### src/rtl/xferPkg.sv
package xferPkg;

  typedef enum logic [1:0] {
    PH_FETCH_SRC = 2'd0,
    PH_READ      = 2'd1,
    PH_FETCH_DST = 2'd2,
    PH_WRITE     = 2'd3
  } phase_t;

  // Control strobes from the sequencer to the datapath
  typedef struct packed {
    logic [3:0] ldAddrByte; // 0 srcHi, 1 srcLo, 2 dstHi, 3 dstLo
    logic       incPc;
    logic       ldHold;
    logic       selDst;
    logic       rdEn;
    logic       wrEn;
  } ctlStrobes_t;

endpackage

### src/rtl/xferStepGate.sv
module xferStepGate (
  input  logic clk,
  input  logic rst,
  input  logic stepMode,
  input  logic stepIn,
  input  logic phaseDone,
  output logic advance
);

  logic stepPrev;
  logic armed;
  logic stepEdge;

  assign stepEdge = stepIn & ~stepPrev;
  assign advance  = ~stepMode | armed;

  always_ff @(posedge clk) begin
    if (rst) begin
      stepPrev <= 1'b0;
      armed    <= 1'b0;
    end else begin
      stepPrev <= stepIn;
      if (phaseDone)
        armed <= 1'b0;
      else if (stepEdge)
        armed <= 1'b1;
    end
  end

endmodule

### src/rtl/xferCtrl.sv
module xferCtrl
  import xferPkg::*;
(
  input  logic        clk,
  input  logic        rst,
  input  logic        advance,
  output ctlStrobes_t stb,
  output logic        phaseDone
);

  phase_t phase;
  logic   lowByte;  // 0 = high byte next, 1 = low byte next

  always_comb begin
    stb       = '0;
    phaseDone = 1'b0;
    stb.selDst = (phase == PH_FETCH_DST) || (phase == PH_WRITE);
    if (advance && !rst) begin
      unique case (phase)
        PH_FETCH_SRC: begin
          stb.incPc = 1'b1;
          if (lowByte) begin
            stb.ldAddrByte[1] = 1'b1;
            phaseDone         = 1'b1;
          end else begin
            stb.ldAddrByte[0] = 1'b1;
          end
        end
        PH_READ: begin
          stb.rdEn   = 1'b1;
          stb.ldHold = 1'b1;
          phaseDone  = 1'b1;
        end
        PH_FETCH_DST: begin
          stb.incPc = 1'b1;
          if (lowByte) begin
            stb.ldAddrByte[3] = 1'b1;
            phaseDone         = 1'b1;
          end else begin
            stb.ldAddrByte[2] = 1'b1;
          end
        end
        PH_WRITE: begin
          stb.wrEn  = 1'b1;
          phaseDone = 1'b1;
        end
        default: phaseDone = 1'b0;
      endcase
    end
  end

  always_ff @(posedge clk) begin
    if (rst) begin
      phase   <= PH_FETCH_SRC;
      lowByte <= 1'b0;
    end else if (advance) begin
      unique case (phase)
        PH_FETCH_SRC: begin
          lowByte <= ~lowByte;
          if (lowByte) phase <= PH_READ;
        end
        PH_READ:      phase <= PH_FETCH_DST;
        PH_FETCH_DST: begin
          lowByte <= ~lowByte;
          if (lowByte) phase <= PH_WRITE;
        end
        PH_WRITE:     phase <= PH_FETCH_SRC;
        default:      phase <= PH_FETCH_SRC;
      endcase
    end
  end

endmodule

### src/rtl/xferPath.sv
module xferPath
  import xferPkg::*;
#(
  parameter int HALF_W = 8,
  parameter int DATA_W = 8
) (
  input  logic                clk,
  input  logic                rst,
  input  ctlStrobes_t         stb,
  output logic [2*HALF_W-1:0] imemAddr,
  input  logic [HALF_W-1:0]   imemData,
  output logic [2*HALF_W-1:0] dmemAddr,
  input  logic [DATA_W-1:0]   dmemRdata,
  output logic [DATA_W-1:0]   dmemWdata
);

  localparam int ADDR_W    = 2 * HALF_W;
  localparam int NUM_BYTES = 4;

  logic [HALF_W-1:0] pcLow, pcHigh;
  logic [HALF_W-1:0] pcLowNext;
  logic              pcCarry;
  logic [HALF_W-1:0] addrByte [NUM_BYTES];
  logic [DATA_W-1:0] holdReg;
  logic [ADDR_W-1:0] srcAddr, dstAddr;

  assign {pcCarry, pcLowNext} = {1'b0, pcLow} + {{HALF_W{1'b0}}, 1'b1};

  always_ff @(posedge clk) begin
    if (rst) begin
      pcLow  <= '0;
      pcHigh <= '0;
    end else if (stb.incPc) begin
      pcLow <= pcLowNext;
      if (pcCarry) pcHigh <= pcHigh + {{(HALF_W-1){1'b0}}, 1'b1};
    end
  end

  for (genvar i = 0; i < NUM_BYTES; i++) begin : g_addrByte
    always_ff @(posedge clk) begin
      if (rst)
        addrByte[i] <= '0;
      else if (stb.ldAddrByte[i])
        addrByte[i] <= imemData;
    end
  end

  always_ff @(posedge clk) begin
    if (rst)
      holdReg <= '0;
    else if (stb.ldHold)
      holdReg <= dmemRdata;
  end

  assign srcAddr   = {addrByte[0], addrByte[1]};
  assign dstAddr   = {addrByte[2], addrByte[3]};
  assign imemAddr  = {pcHigh, pcLow};
  assign dmemAddr  = stb.selDst ? dstAddr : srcAddr;
  assign dmemWdata = holdReg;

endmodule

### src/rtl/xferCpu.sv
module xferCpu
  import xferPkg::*;
#(
  parameter int HALF_W = 8,
  parameter int DATA_W = 8
) (
  input  logic                clk,
  input  logic                rst,
  input  logic                stepMode,
  input  logic                stepIn,
  output logic [2*HALF_W-1:0] imemAddr,
  input  logic [HALF_W-1:0]   imemData,
  output logic [2*HALF_W-1:0] dmemAddr,
  input  logic [DATA_W-1:0]   dmemRdata,
  output logic [DATA_W-1:0]   dmemWdata,
  output logic                dmemRd,
  output logic                dmemWr
);

  ctlStrobes_t stb;
  logic        advance;
  logic        phaseDone;

  xferStepGate u_gate (
    .clk       (clk),
    .rst       (rst),
    .stepMode  (stepMode),
    .stepIn    (stepIn),
    .phaseDone (phaseDone),
    .advance   (advance)
  );

  xferCtrl u_ctrl (
    .clk       (clk),
    .rst       (rst),
    .advance   (advance),
    .stb       (stb),
    .phaseDone (phaseDone)
  );

  xferPath #(.HALF_W(HALF_W), .DATA_W(DATA_W)) u_path (
    .clk       (clk),
    .rst       (rst),
    .stb       (stb),
    .imemAddr  (imemAddr),
    .imemData  (imemData),
    .dmemAddr  (dmemAddr),
    .dmemRdata (dmemRdata),
    .dmemWdata (dmemWdata)
  );

  assign dmemRd = stb.rdEn;
  assign dmemWr = stb.wrEn;

endmodule

### config.mk
export PLATFORM = sky130hd
export DESIGN_NAME = xferCpu
export DESIGN_NICKNAME = d
export VERILOG_FILES = /design/src/rtl/xferPkg.sv /design/src/rtl/xferStepGate.sv /design/src/rtl/xferCtrl.sv /design/src/rtl/xferPath.sv /design/src/rtl/xferCpu.sv
export SDC_FILE = /design/constraint.sdc
export NUM_CORES = 1
export LEC_CHECK = 0
export BUFFER_PORTS_ARGS = -buffer_cell sky130_fd_sc_hd__buf_2
export CORE_MARGIN = 4
export CORE_UTILIZATION = 35
export DETAILED_ROUTE_END_ITERATION = 8
export GPL_TIMING_DRIVEN = 0
export PLACE_DENSITY = 0.56
export SLEW_MARGIN = 15
export SYNTH_ARGS = -nofsm -noshare
export SYNTH_HDL_FRONTEND = slang
export SYNTH_SLANG_ARGS = --single-unit
### constraint.sdc
create_clock -name clk -period 4.1 [get_ports clk]
set_input_delay 1.025 -clock clk [delete_from_list [all_inputs] [get_ports clk]]
set_output_delay 1.025 -clock clk [all_outputs]
set_load 0.1 [all_outputs]
==> impl_metrics.csv <==
group,metric,value,unit
outcome,status,"completed",
min_path,hp-start,"u_path.pcHigh[7]",
pwr,peakVddDrop,0.000256,V
clocking,clockBufferDepth,2,
timing,period_needed,3710,ps
routing,drc,0,
clocking,hold_buffers,0,
timing,rsz0062_at_grt,"no",
critical_path,crit_path_cell_trace,"inv_1 > ha_1 > nor2_1 > buf_2 > mux2_2 > buf_2",
global_route,grt_pass1_vias,1837,
clocking,clock_latency,330,ps
pwr,sequentialPowerShare,0.412,
timing,setup_tns,0,ps
die,die_x,95.9,um
die,initial_core_util,0.367,
critical_path,max_stage_delay,590,ps
critical_path,crit_top_cell,"buf_2",
critical_path,crit_slowest_cell,"nor2_1",
critical_path,endpoint_kind,"primary output",
critical_path,cp.required,3070,ps
layout,final_cell_mix,"buf_2 (62), and2_1 (32), edfxtp_1 (32)",
routing,vias,1982,
critical_path,start_kind,"flop",
timing,period_share,0.904,
placed_design,gp_congestion,0.735,
routing,wire_per_inst,13.6,um
placed_design,dpl_cell_area,0.00313,mm^2
die,rows,31,
clocking,numCtsBuffers,9,
pwr,sw_frac_of_total,0.382,
timing,hold_viol,0,
clocking,clk_pin_slew,70,ps
clocking,cts-resized-gates,0,
placed_design,numPortBuffers,60,
timing,fin_skew,5.16,ps
yosys,synth_edf_count,32,
flow_run,cap_violations,0,
global_route,grt_max_degree,11,
timing,worst_pin_slew,792,ps
critical_path,worst-path-buf-inv,3,
yosys,yosysSeqAreaShare,0.570,
pwr,power.net_switching,666,uW
critical_path,path_class,"flop to primary output",
timing,slew_viol_final,0,
layout,nets,344,
pwr,p_leak,1.39,nW
yosys,ys_seq_elements,61,
routing,dr.pass1.iters,4,
critical_path,cp_top_family,"buffers and inverters",
timing,setup_viol,0,
min_path,min_delay_path_depth,1,
critical_path,reg2reg_depth,7,
critical_path,r2r_start,"u_ctrl.phase[0]",
clocking,tritoncts,"built",
critical_path,crit_start,"u_ctrl.phase[0]",
critical_path,crit_arrival,2680,ps
layout,area_delta_synth_final,22.4,%
min_path,hold_path.class,"flop to flop",
timing,maxSlewHeadroom,0.468,
clocking,h-tree-depth,3,
routing,wl,5.73,mm
yosys,async_reset_ff_frac,0,
pwr,clock_power_share,0.288,
global_route,grt_antenna_before_repair,0,
die,io-pin-count,62,
critical_path,cp_max_fo,10,
yosys,avgSynthCellArea,11.0,um^2
pwr,power_density,526,mW/mm^2
layout,layout_commonest_cell,"buf_2",
die,dieHeight,95.9,um
die,core_area,0.00737,mm^2
layout,diodes,0,
timing,hold_ws,464,ps
clocking,clock_sinks,61,
timing,fmax,0.270,GHz
pwr,p_int,1.08,mW
yosys,synth_nets,273,
layout,stdcell_area,0.00331,mm^2
global_route,grt_usage,0.135,
clocking,root_buffer,"clkbuf_8",
yosys,synthesis.area,0.00271,mm^2
critical_path,crit_cells,6,
die,dieArea,0.00920,mm^2
placed_design,dpl.hpwl,4.12,mm
routing,via_per_inst,4.70,
pwr,power_frac_comb,0.300,
global_route,overflow,0,
yosys,ys.flop_type,"edfxtp_1",
yosys,synthCells,247,
layout,drive_gt1_frac,0.291,
routing,ant_nets,0,
routing,drt_iter0_markers,105,
pwr,power,1.74,mW
clocking,cts_setup_buffers,0,
global_route,grt_pass1_wl,9.27,mm
yosys,ys_types,33,
yosys,yosys_warnings,0,
cell usage after synthesis (2+ instances only):
library cell	number	area [um^2]
edfxtp_1	32	961
nor4_1	3	18.8
and2_1	32	200
mux2_2	16	180
nand2_1	5	18.8
inv_1	16	60.1
or3_1	3	18.8
xnor2_1	7	61.3
mux2i_1	2	20.0
buf_2	2	10.0
clkbuf_1	9	33.8
o21ai_0	15	75.1
or2_2	2	12.5
and3_1	3	18.8
nand3_1	16	80.1
ha_1	6	75.1
nor3_1	3	15.0
nor2b_1	2	12.5
a21oi_1	10	50.1
nor2_1	15	56.3
nand4_1	2	12.5
or4_1	4	30.0
o31ai_1	4	30.0
dfxtp_1	29	581
power groups by stage:
| stage | clock network [mW] | registers [mW] | logic (mW) |
|---|---|---|---|
| final | 0.502 | 0.718 | 0.523 |
| after global routing | 0.547 | 0.723 | 0.557 |
| after CTS | 0.514 | 0.718 | 0.529 |
| after detailed placement | 0 | 0.732 | 0.527 |
| after global placement | 0 | 0.730 | 0.524 |
| after floorplan | 0 | 0.818 | 0.354 |
through the flow:
step,cells,utilization,worst slack (ps)
after floorplan,247,-,759
after global placement,406,0.425,577
after detailed placement,406,0.425,556
after CTS,422,0.450,351
after global routing,422,0.450,240
final,422,0.450,394
worst register-to-register path, cell delays in order, from the launching register on:
cell      delay (ps)
dfxtp_1          340
inv_1             80
ha_1             230
o211ai_1         150
or3_4            390
buf_2            190
nor4_1           340
mux2i_1          210
layer usage:
metal / global-route usage / wire length (um)
met5: 0 / 0
met4: 0.0640 / 111
met3: 0.0344 / 326
met2: 0.206 / 2610
met1: 0.177 / 2680
layout make-up:
class / count / area [um^2]
multi-input combinational: 159 / 1060
clock buffer: 11 / 131
fill: 717 / 4060
buffer: 11 / 43.8
tap: 99 / 124
timing repair buffer: 60 / 300
inverter: 16 / 60.1
sequential: 61 / 1540
clock inverter: 5 / 51.3
path summary, 6_finish.rpt:
path / endpoint / slack (ps)
min reg2reg: u_path.pcHigh[7] / 460
max reg2reg: u_path.pcHigh[7] / 2110
max: dmemAddr[10] / 390
min: u_path.pcHigh[7] / 460
logic make-up (layout without fill, tap and decap cells):
group                      Yosys count  count (layout)  share of synthesized area
xor gates and xnor gates             7               7                     0.0227
buffers and inverters               27             103                     0.0384
muxes                               18              18                     0.0740
AOI/OAI and AO/OA                   33              33                     0.0694
DFF                                 61              61                      0.570
adders and majority gates            6               6                     0.0277
and+or+nand+nor                     95              95                      0.198
flip-flops by register name (all words and copies together) (netlist names):
register / cells
u_ctrl.lowByte: 1
u_ctrl.phase: 2
u_gate.armed: 1
u_gate.stepPrev: 1
u_path.addrByte: 32
u_path.dmemWdata: 8
u_path.pcHigh: 8
u_path.pcLow: 8
(Power assumes the default switching activity.)
